## src/rtl/cap_pkg.sv

```systemverilog
package cap_pkg;

    typedef enum logic [1:0] {
        TRG_RISE = 2'b00,
        TRG_FALL = 2'b01,
        TRG_HIGH = 2'b10,
        TRG_LOW  = 2'b11
    } trg_mode_e;

    typedef enum logic [2:0] {
        ST_IDLE,
        ST_ARMED,
        ST_POST,
        ST_DONE,
        ST_READ
    } cap_state_e;

    localparam int unsigned PCT_FULL = 100;

    // Samples kept from the trigger onward (trigger sample included), at least one.
    function automatic int unsigned post_len(int unsigned depth, int unsigned pct);
        int unsigned p;
        int unsigned n;
        p = (pct > PCT_FULL) ? PCT_FULL : pct;
        n = (depth * (PCT_FULL - p)) / PCT_FULL;
        return (n == 0) ? 1 : n;
    endfunction

endpackage

```

## src/rtl/cap_cfg.sv

```systemverilog
module cap_cfg
    import cap_pkg::*;
#(
    parameter int CFG_W  = 8,
    parameter int ADDR_W = 5,
    localparam int DW    = ADDR_W + 1
)(
    input  logic             clk,
    input  logic             rst,
    input  logic             we,
    input  logic [1:0]       addr,
    input  logic [CFG_W-1:0] wdata,
    input  logic             allow,
    output trg_mode_e        mode,
    output logic [DW-1:0]    depth,
    output logic [CFG_W-1:0] pct
);
    localparam logic [CFG_W-1:0] MAX_C = CFG_W'(1 << ADDR_W);

    logic [CFG_W-1:0] depth_raw;

    always_ff @(posedge clk) begin
        if (rst) begin
            mode      <= TRG_RISE;
            depth_raw <= '0;
            pct       <= CFG_W'(50);
        end else if (we && allow) begin
            case (addr)
                2'd0:    mode      <= trg_mode_e'(wdata[1:0]);
                2'd1:    depth_raw <= wdata;
                2'd2:    pct       <= wdata;
                default: ;
            endcase
        end
    end

    assign depth = (depth_raw == '0 || depth_raw > MAX_C) ? DW'(1 << ADDR_W)
                                                          : depth_raw[DW-1:0];
endmodule

```

## src/rtl/cap_trig.sv

```systemverilog
module cap_trig
    import cap_pkg::*;
(
    input  logic      clk,
    input  logic      rst,
    input  logic      trig_in,
    input  trg_mode_e mode,
    output logic      hit
);
    logic prev_q;

    always_ff @(posedge clk) begin
        if (rst) prev_q <= 1'b0;
        else     prev_q <= trig_in;
    end

    always_comb begin
        unique case (mode)
            TRG_RISE: hit = trig_in & ~prev_q;
            TRG_FALL: hit = ~trig_in & prev_q;
            TRG_HIGH: hit = trig_in;
            TRG_LOW:  hit = ~trig_in;
        endcase
    end
endmodule

```

## src/rtl/cap_ram.sv

```systemverilog
module cap_ram #(
    parameter int PROBE_W = 8,
    parameter int ADDR_W  = 5,
    localparam int N      = 1 << ADDR_W
)(
    input  logic               clk,
    input  logic               we,
    input  logic [ADDR_W-1:0]  waddr,
    input  logic [PROBE_W-1:0] wdata,
    input  logic [ADDR_W-1:0]  raddr,
    output logic [PROBE_W-1:0] rdata
);
    logic [PROBE_W-1:0] mem [N];

    always_ff @(posedge clk) begin
        if (we) mem[waddr] <= wdata;
    end

    assign rdata = mem[raddr];
endmodule

```

## src/rtl/trig_capture.sv

```systemverilog
module trig_capture
    import cap_pkg::*;
#(
    parameter int PROBE_W = 8,
    parameter int ADDR_W  = 5,
    parameter int CFG_W   = 8
)(
    input  logic               clk,
    input  logic               rst,
    input  logic               cfg_we,
    input  logic [1:0]         cfg_addr,
    input  logic [CFG_W-1:0]   cfg_wdata,
    input  logic               arm,
    input  logic [PROBE_W-1:0] probe,
    input  logic               trig_in,
    output logic               out_valid,
    input  logic               out_ready,
    output logic [PROBE_W-1:0] out_data
);
    localparam int DW = ADDR_W + 1;
    localparam logic [DW-1:0] MAX_D = DW'(1 << ADDR_W);

    cap_state_e        state_q;
    trg_mode_e         cfg_mode;
    logic [DW-1:0]     cfg_depth;
    logic [CFG_W-1:0]  cfg_pct;
    logic              hit, wr_en, fire;
    logic [DW-1:0]     post_c;
    logic [ADDR_W-1:0] wptr_q, taddr_q, raddr_q;
    logic [DW-1:0]     wcnt_q, rem_q, rcnt_q, depth_q, pre_q, post_q;

    cap_cfg #(.CFG_W(CFG_W), .ADDR_W(ADDR_W)) u_cfg (
        .clk(clk), .rst(rst), .we(cfg_we), .addr(cfg_addr), .wdata(cfg_wdata),
        .allow(state_q == ST_IDLE), .mode(cfg_mode), .depth(cfg_depth), .pct(cfg_pct)
    );

    cap_trig u_trig (
        .clk(clk), .rst(rst), .trig_in(trig_in), .mode(cfg_mode), .hit(hit)
    );

    cap_ram #(.PROBE_W(PROBE_W), .ADDR_W(ADDR_W)) u_ram (
        .clk(clk), .we(wr_en), .waddr(wptr_q), .wdata(probe),
        .raddr(raddr_q), .rdata(out_data)
    );

    assign post_c    = DW'(post_len(int'(cfg_depth), int'(cfg_pct)));
    assign wr_en     = (state_q == ST_ARMED) || (state_q == ST_POST);
    assign fire      = (state_q == ST_ARMED) && hit && (wcnt_q >= pre_q);
    assign out_valid = (state_q == ST_READ);

    always_ff @(posedge clk) begin
        if (rst) begin
            state_q <= ST_IDLE;
            wptr_q  <= '0;
            taddr_q <= '0;
            raddr_q <= '0;
            wcnt_q  <= '0;
            rem_q   <= '0;
            rcnt_q  <= '0;
            depth_q <= '0;
            pre_q   <= '0;
            post_q  <= '0;
        end else begin
            unique case (state_q)
                ST_IDLE: if (arm) begin
                    state_q <= ST_ARMED;
                    wptr_q  <= '0;
                    wcnt_q  <= '0;
                    depth_q <= cfg_depth;
                    post_q  <= post_c;
                    pre_q   <= cfg_depth - post_c;
                end
                ST_ARMED: begin
                    wptr_q <= wptr_q + 1'b1;
                    if (wcnt_q != MAX_D) wcnt_q <= wcnt_q + 1'b1;
                    if (fire) begin
                        taddr_q <= wptr_q;
                        rem_q   <= post_q - 1'b1;
                        state_q <= (post_q == DW'(1)) ? ST_DONE : ST_POST;
                    end
                end
                ST_POST: begin
                    wptr_q <= wptr_q + 1'b1;
                    rem_q  <= rem_q - 1'b1;
                    if (rem_q == DW'(1)) state_q <= ST_DONE;
                end
                ST_DONE: begin
                    raddr_q <= taddr_q - pre_q[ADDR_W-1:0];
                    rcnt_q  <= depth_q;
                    state_q <= ST_READ;
                end
                ST_READ: if (out_ready) begin
                    raddr_q <= raddr_q + 1'b1;
                    rcnt_q  <= rcnt_q - 1'b1;
                    if (rcnt_q == DW'(1)) state_q <= ST_IDLE;
                end
                default: state_q <= ST_IDLE;
            endcase
        end
    end
endmodule

```

## config.mk

```make
export PLATFORM = sky130hd
export DESIGN_NAME = trig_capture
export DESIGN_NICKNAME = d
export VERILOG_FILES = /design/src/rtl/cap_pkg.sv /design/src/rtl/cap_cfg.sv /design/src/rtl/cap_trig.sv /design/src/rtl/cap_ram.sv /design/src/rtl/trig_capture.sv
export SDC_FILE = /design/constraint.sdc
export NUM_CORES = 1
export LEC_CHECK = 0
export BUFFER_PORTS_ARGS = -buffer_cell sky130_fd_sc_hd__buf_2
export CAP_MARGIN = 15
export CORE_MARGIN = 5
export CORE_UTILIZATION = 45
export DETAILED_ROUTE_END_ITERATION = 10
export PLACE_DENSITY_LB_ADDON = 0.1
export SLEW_MARGIN = 20
export SYNTH_ARGS = -nofsm -noshare
export SYNTH_HDL_FRONTEND = slang
export SYNTH_SLANG_ARGS = --single-unit
```

## constraint.sdc

```tcl
create_clock -name clk -period 14.7 [get_ports clk]
set_clock_uncertainty 0.15 [all_clocks]
set_input_delay 1.47 -clock clk [delete_from_list [all_inputs] [get_ports clk]]
set_output_delay 1.47 -clock clk [all_outputs]
set_load 0.03 [all_outputs]
```

---- Word level (Yosys, flattened, before mapping) ----
Memories as Yosys holds them, arrays and structs flattened. A register that Yosys moved wholly into a read port is not among the register bits.
Cells that the tools add are included.
word-level totals
  logic and storage cells ................. 103
  memories kept ........................... 1
  memory bits (writable) .................. 256
  bits in registers ....................... 73
  input port bits ......................... 24
  output and inout bits ................... 9
cells by class
  $lt $le $gt $ge ......................... 3
  reductions and logical operators ........ 25
  divide/modulo/power cells ............... 1
  equal/unequal tests ..................... 19
  add/sub/neg operators ................... 9
  mux-type cells .......................... 26
  $mul .................................... 1
  bitwise logic cells ..................... 4
memories
  name       depth  bits a word  read ports  clocked after Yosys merged registers in  write ports  RTL line       RTL
  u_ram.mem  32     8            1           1                                        1            cap_ram.sv:13  logic [PROBE_W-1:0] mem [N];
operator list
  cell                                                            count
  two-way mux 6 bit                                               6
  one-hot mux 6 bit (2 select lines)                              3
  divider 32 x 7 -> 32 bit (second input constant)                1
  logical NOT 32 bit                                              1
  two-way mux 5 bit                                               4
  one-hot mux 5 bit (2 select lines)                              2
  equality test 6 x 1 -> 1 bit (second input constant)            3
  subtractor 6 x 1 -> 6 bit (second input constant)               3
  multiplier 7 x 9 -> 16 bit                                      1
  AND reduction 2 bit                                             8
  two-way mux 3 bit                                               5
  one-hot mux 3 bit (5 select lines)                              1
  adder 5 x 1 -> 5 bit (second input constant)                    2
  subtractor 7 x 8 -> 9 bit (first input constant)                1
  greater-than comparator 8 x 6 -> 1 bit (second input constant)  1
  greater-than comparator 8 x 7 -> 1 bit (second input constant)  1
  logical NOT 8 bit                                               1
  two-way mux 8 bit                                               1
  inequality test 2 x 1 -> 1 bit (second input constant)          4
  nonzero test 2 bit                                              4
  adder 6 x 1 -> 6 bit (second input constant)                    1
  equality test 2 bit (second input constant)                     3
  equality test 3 x 2 -> 1 bit (second input constant)            2
  >= comparator 6 bit                                             1
  18 further kinds                                                28

---- Depth between registers and ports, before layout ----
  depth in word-level cells ............... 8
  mapped depth ............................ 60

---- Modules after synthesis ----
From an unflattened synthesis, not the netlist that was laid out.
second synthesis, totals
  cells, all modules ...................... 1,515
  area, all modules ....................... 18,536.5 um^2
modules (own cells, without submodules)
  module        instances  cells an instance  area each (um^2)
  cap_ram       1          409                9,893.2
  trig_capture  1          1,018              7,761.2
  cap_cfg       1          82                 832.0
  cap_trig      1          6                  50.0

---- Worst setup path before layout ----
OpenSTA, ideal clock, no wires.
  path kind ............................... register to register
  start ................................... reg u_cfg.pct[0]
  end ..................................... reg pre_q[5]
  arrival time ............................ 12,138 ps
  buffers on the path ..................... 3
  setup slack ............................. 2,342 ps
  cell stages (with the launch flop) ...... 54
  setup time .............................. 70 ps
  path through ............................ dfxtp_1 > o21ai_0 > nand2_1 > a31oi_1 > nand2_1 > ha_1 > clkbuf_1 > o21ai_0 > a22oi_1 > o21ai_0 > nor2_1 > fa_1 > fa_1 > fa_1 > inv_1 > fa_1 > inv_1 > ha_1 > [18 not listed] > buf_4 > o2111ai_2 > nand3_1 > maj3_2 > a221o_1 > o2111ai_2 > nand3_2 > o41a_1 > ha_1 > nor2b_1 > o21ai_0 > nand2b_1 > a21o_1 > a21oi_1 > xnor2_1 > xnor2_1 > nand2_1 > a21oi_1
on the way
  longest elaborated chain between the ends .. 8
ends and longest elaborated chain
  element                                 RTL line            RTL
  from (decl)                             cap_cfg.sv:16       output logic [CFG_W-1:0] pct
  from (signal assigned)                  cap_cfg.sv:31       2'd2: pct <= wdata;
  greater-than comparator 8 x 7 -> 1 bit  cap_pkg.sv:24       p = (pct > PCT_FULL) ? PCT_FULL : pct;
  two-way mux 8 bit (*)                   cap_pkg.sv:24
  subtractor 7 x 8 -> 9 bit (*)           cap_pkg.sv:25       n = (depth * (PCT_FULL - p)) / PCT_FULL;
  multiplier 7 x 9 -> 16 bit (*)          cap_pkg.sv:25
  divider 32 x 7 -> 32 bit (*)            cap_pkg.sv:25
  logical NOT 32 bit                      cap_pkg.sv:26       return (n == 0) ? 1 : n;
  two-way mux 6 bit (*)                   cap_pkg.sv:26
  subtractor 6 bit (*)                    trig_capture.sv:71  pre_q <= cfg_depth - post_c;
  to (signal assigned)                    trig_capture.sv:71
  to (decl)                               trig_capture.sv:30  logic [DW-1:0] wcnt_q, rem_q, rcnt_q, depth_q, pre_q, post_q;
Mark *: on every way between the ends. The rest lies on a longest branch, timed or not.
A chain may end at the register's enable or synchronous reset.

---- Final worst setup path ----
Same ends and word-level chain as after synthesis.

==> run metrics <==
Crit. End Element=register; Worst-Skew Late Latency=0.56 ns; vias in the first global route=11800; post-route setup TNS=0 ns; CP required=15.03 ns; first-pass GRT wire length=65700 um; DRC viols=0; outcome=finished clean; maxcap violations=0; top post-synthesis cells by area=edfxtp_1 42%, mux4_2 9.8%, dfxtp_1 8.5%; min-delay src=pre_q[5]; Hold Violations, Final=0; Post-Syn Area=18300 um2; GRT Total Usage=18.5%; CP Launch Point=u_cfg.pct[0]; clk buf depth=3; CTS tree=done; # diodes=0; antenna violations before repair=0; Final Critical Period=13.51 ns; final setup violation count=0; fin crit share=91.9%; nets@finish=1638; Synth area leader=edfxtp_1; CP arrival=13.84 ns; drt via density=5.66; ANT nets after route=0; Port Buf Inserts=32; Slew @ Worst Pin=0.999 ns; Die Ht=212 um; total wire length=40500 um; DR iter-0 viols=711; delay-heaviest family, CP=compound AO/OA/AOI/OAI gates; Post-synth EDFFs=256; clk slew on worst S/H paths=0.06 ns; vias=11700; register bit total from synthesis=334; Sink Count=334; Crit-path slowest cell=fa_1; drt pass-1 iters=6; Synth Area per Inst=12.4 um2; Worst path max stage delay=0.60 ns; H-tree depth=2; Mapped Cells=1480; Final Slew Violations=0; relative slew slack=33.4%; share of post-route cells with drive strength above 1=16.7%; CP bufs+invs=4; RSZ-0062 raised after global routing=no; row count=74; Setup CP Type=reg2reg; ys async rst share=0%; Die Wd=212 um; CTS root buf=clkbuf_16; HPWL reported at the end of detailed placement=27600 um; RD Place Congestion=0.827; Syn. warnings=0; Synth top area share=42.0%; register area share after synthesis=50.5%; routed wire length per instance=19.5 um; Max Fclk=74.0 MHz; worst min-delay path class=reg2reg; crit path max fanout=11; CORE AREA=40600 um2; ys flop type=edfxtp_1; Starting Density=45.2%; IO Pins=33; Critical R2R Launch=u_cfg.pct[0]; largest net degree at the start of global routing=68; number of clock buffers inserted by TritonCTS=38; die area=44900 um2; layout overhead on the synthesized area=11.2%; GRT overflow=0; Unique masters post-synth=105; CP startpoint kind=register
==> path summary, 6_finish.rpt <==
check / end / cells after the start / slack [ns]
worst max-delay path: pre_q[5] / 49 / 1.19
worst min-delay path: pre_q[5] / 2 / 0.30
worst max register to register: pre_q[5] / 49 / 1.19
worst min register to register: pre_q[5] / 2 / 0.30
==> timing repair <==
item / in CTS / in global routing
hold buffers: 0 / 0
buffers inserted: 0 / 3
setup endpoints to repair: 0 / 5
gates resized for setup: 0 / 5
==> metal layers <==
metal | up-vias | global-route usage, % | wire [um]
met5 | - | 0 | 0
met4 | 0 | 4.13 | 701
met3 | 51 | 2.83 | 1600
met2 | 230 | 31.4 | 19900
met1 | 5884 | 25.4 | 18300
li1 | 5564 | - | -
==> logic make-up after synthesis <==
group           after synthesis  synth area share [%]
compound gates              269                  10.6
xor+xnor                     65                  3.54
fa+ha+maj                   104                  8.76
buf+inv                     165                  3.54
flops                       334                  50.5
mux                         119                  12.1
other cells                   2                0.0410
simple gates                422                  11.0
==> worst reg2reg max path: cells and delay by family, from the launching register on <==
kind,cells,cell delay (ns)
adders and majority gates,8,3.58
DFF,1,0.32
AOI/OAI and AO/OA,17,4.80
xor gates and xnor gates,4,0.88
and+or+nand+nor,14,2.80
muxes,2,0.64
buffers and inverters,4,0.23
==> layout make-up <==
class / count / area, um2
clock buffer: 52 / 1070
fill: 3563 / 20200
tap: 532 / 666
inverter: 107 / 402
sequential: 334 / 9250
timing repair buffer: 46 / 265
multi-input combinational: 985 / 8500
clock inverter: 17 / 214
==> state kept, by name, summed over array words and instances, names as in the netlist, named ones only <==
signal and flops:
rcnt_q 6, pre_q 6, wptr_q 5, rem_q 6, u_cfg.depth_raw 8, depth_q 6, u_trig.prev_q 1, u_cfg.pct 8
u_ram.mem 256, state_q 3, u_cfg.mode 2, post_q 6, raddr_q 5, taddr_q 5, wcnt_q 6
==> placed cells by master, fill, tap and decap left out, types with 7 or more instances in the layout <==
cell type / netlist / final
edfxtp_1: 256 / 256
nor2_1: 164 / 164
inv_1: 107 / 107
nand2_1: 97 / 97
mux4_2: 80 / 80
dfxtp_1: 78 / 76
a21oi_1: 63 / 63
ha_1: 61 / 61
o21ai_0: 46 / 45
fa_1: 41 / 41
xnor2_1: 38 / 38
clkbuf_16: 0 / 38
buf_2: 8 / 32
nor3_1: 31 / 31
mux2i_1: 26 / 26
nand3_1: 24 / 24
a211oi_1: 20 / 20
o211ai_1: 18 / 18
xor2_1: 19 / 16
nand2b_1: 15 / 15
buf_4: 1 / 14
or3_1: 13 / 13
a21o_1: 13 / 13
a31oi_1: 13 / 13
nand3b_1: 12 / 12
nand4_1: 11 / 11
mux2_2: 10 / 10
and3_1: 9 / 9
o22ai_1: 9 / 9
and2_1: 8 / 8
a22oi_1: 8 / 8
clkbuf_1: 36 / 7
clkbuf_8: 0 / 7
==> synth_stat cells, drive strengths merged, types with 13 or more instances <==
| cell | n |
|---|---|
| mux2i | 27 |
| nor2 | 165 |
| buf | 22 |
| nor3 | 32 |
| o211ai | 18 |
| clkbuf | 36 |
| xor2 | 22 |
| a21oi | 66 |
| nand2b | 15 |
| a211oi | 22 |
| a21o | 13 |
| dfxtp | 78 |
| inv | 107 |
| or3 | 13 |
| xnor2 | 42 |
| a31oi | 13 |
| fa | 41 |
| o21ai | 52 |
| nand2 | 100 |
| edfxtp | 256 |
| nand3 | 27 |
| mux4 | 80 |
| ha | 61 |
==> per-stage QoR <==
step	setup slack (ns)	utilization (%)	hold WS, ns	std cells	cell area [um2]
after floorplan	2.34	-	0.282	1484	18300
after global placement	1.19	46.9	0.293	2001	19000
after detailed placement	0.768	46.9	0.299	2001	19000
after CTS	0.724	50.1	0.306	2070	20300
after global routing	0.0850	50.2	0.323	2073	20400
final	1.19	50.2	0.302	2073	20400
Power is left out: the tool's default activity adds up to more than one toggle a clock period on the data nets, which glitch-free logic cannot reach.
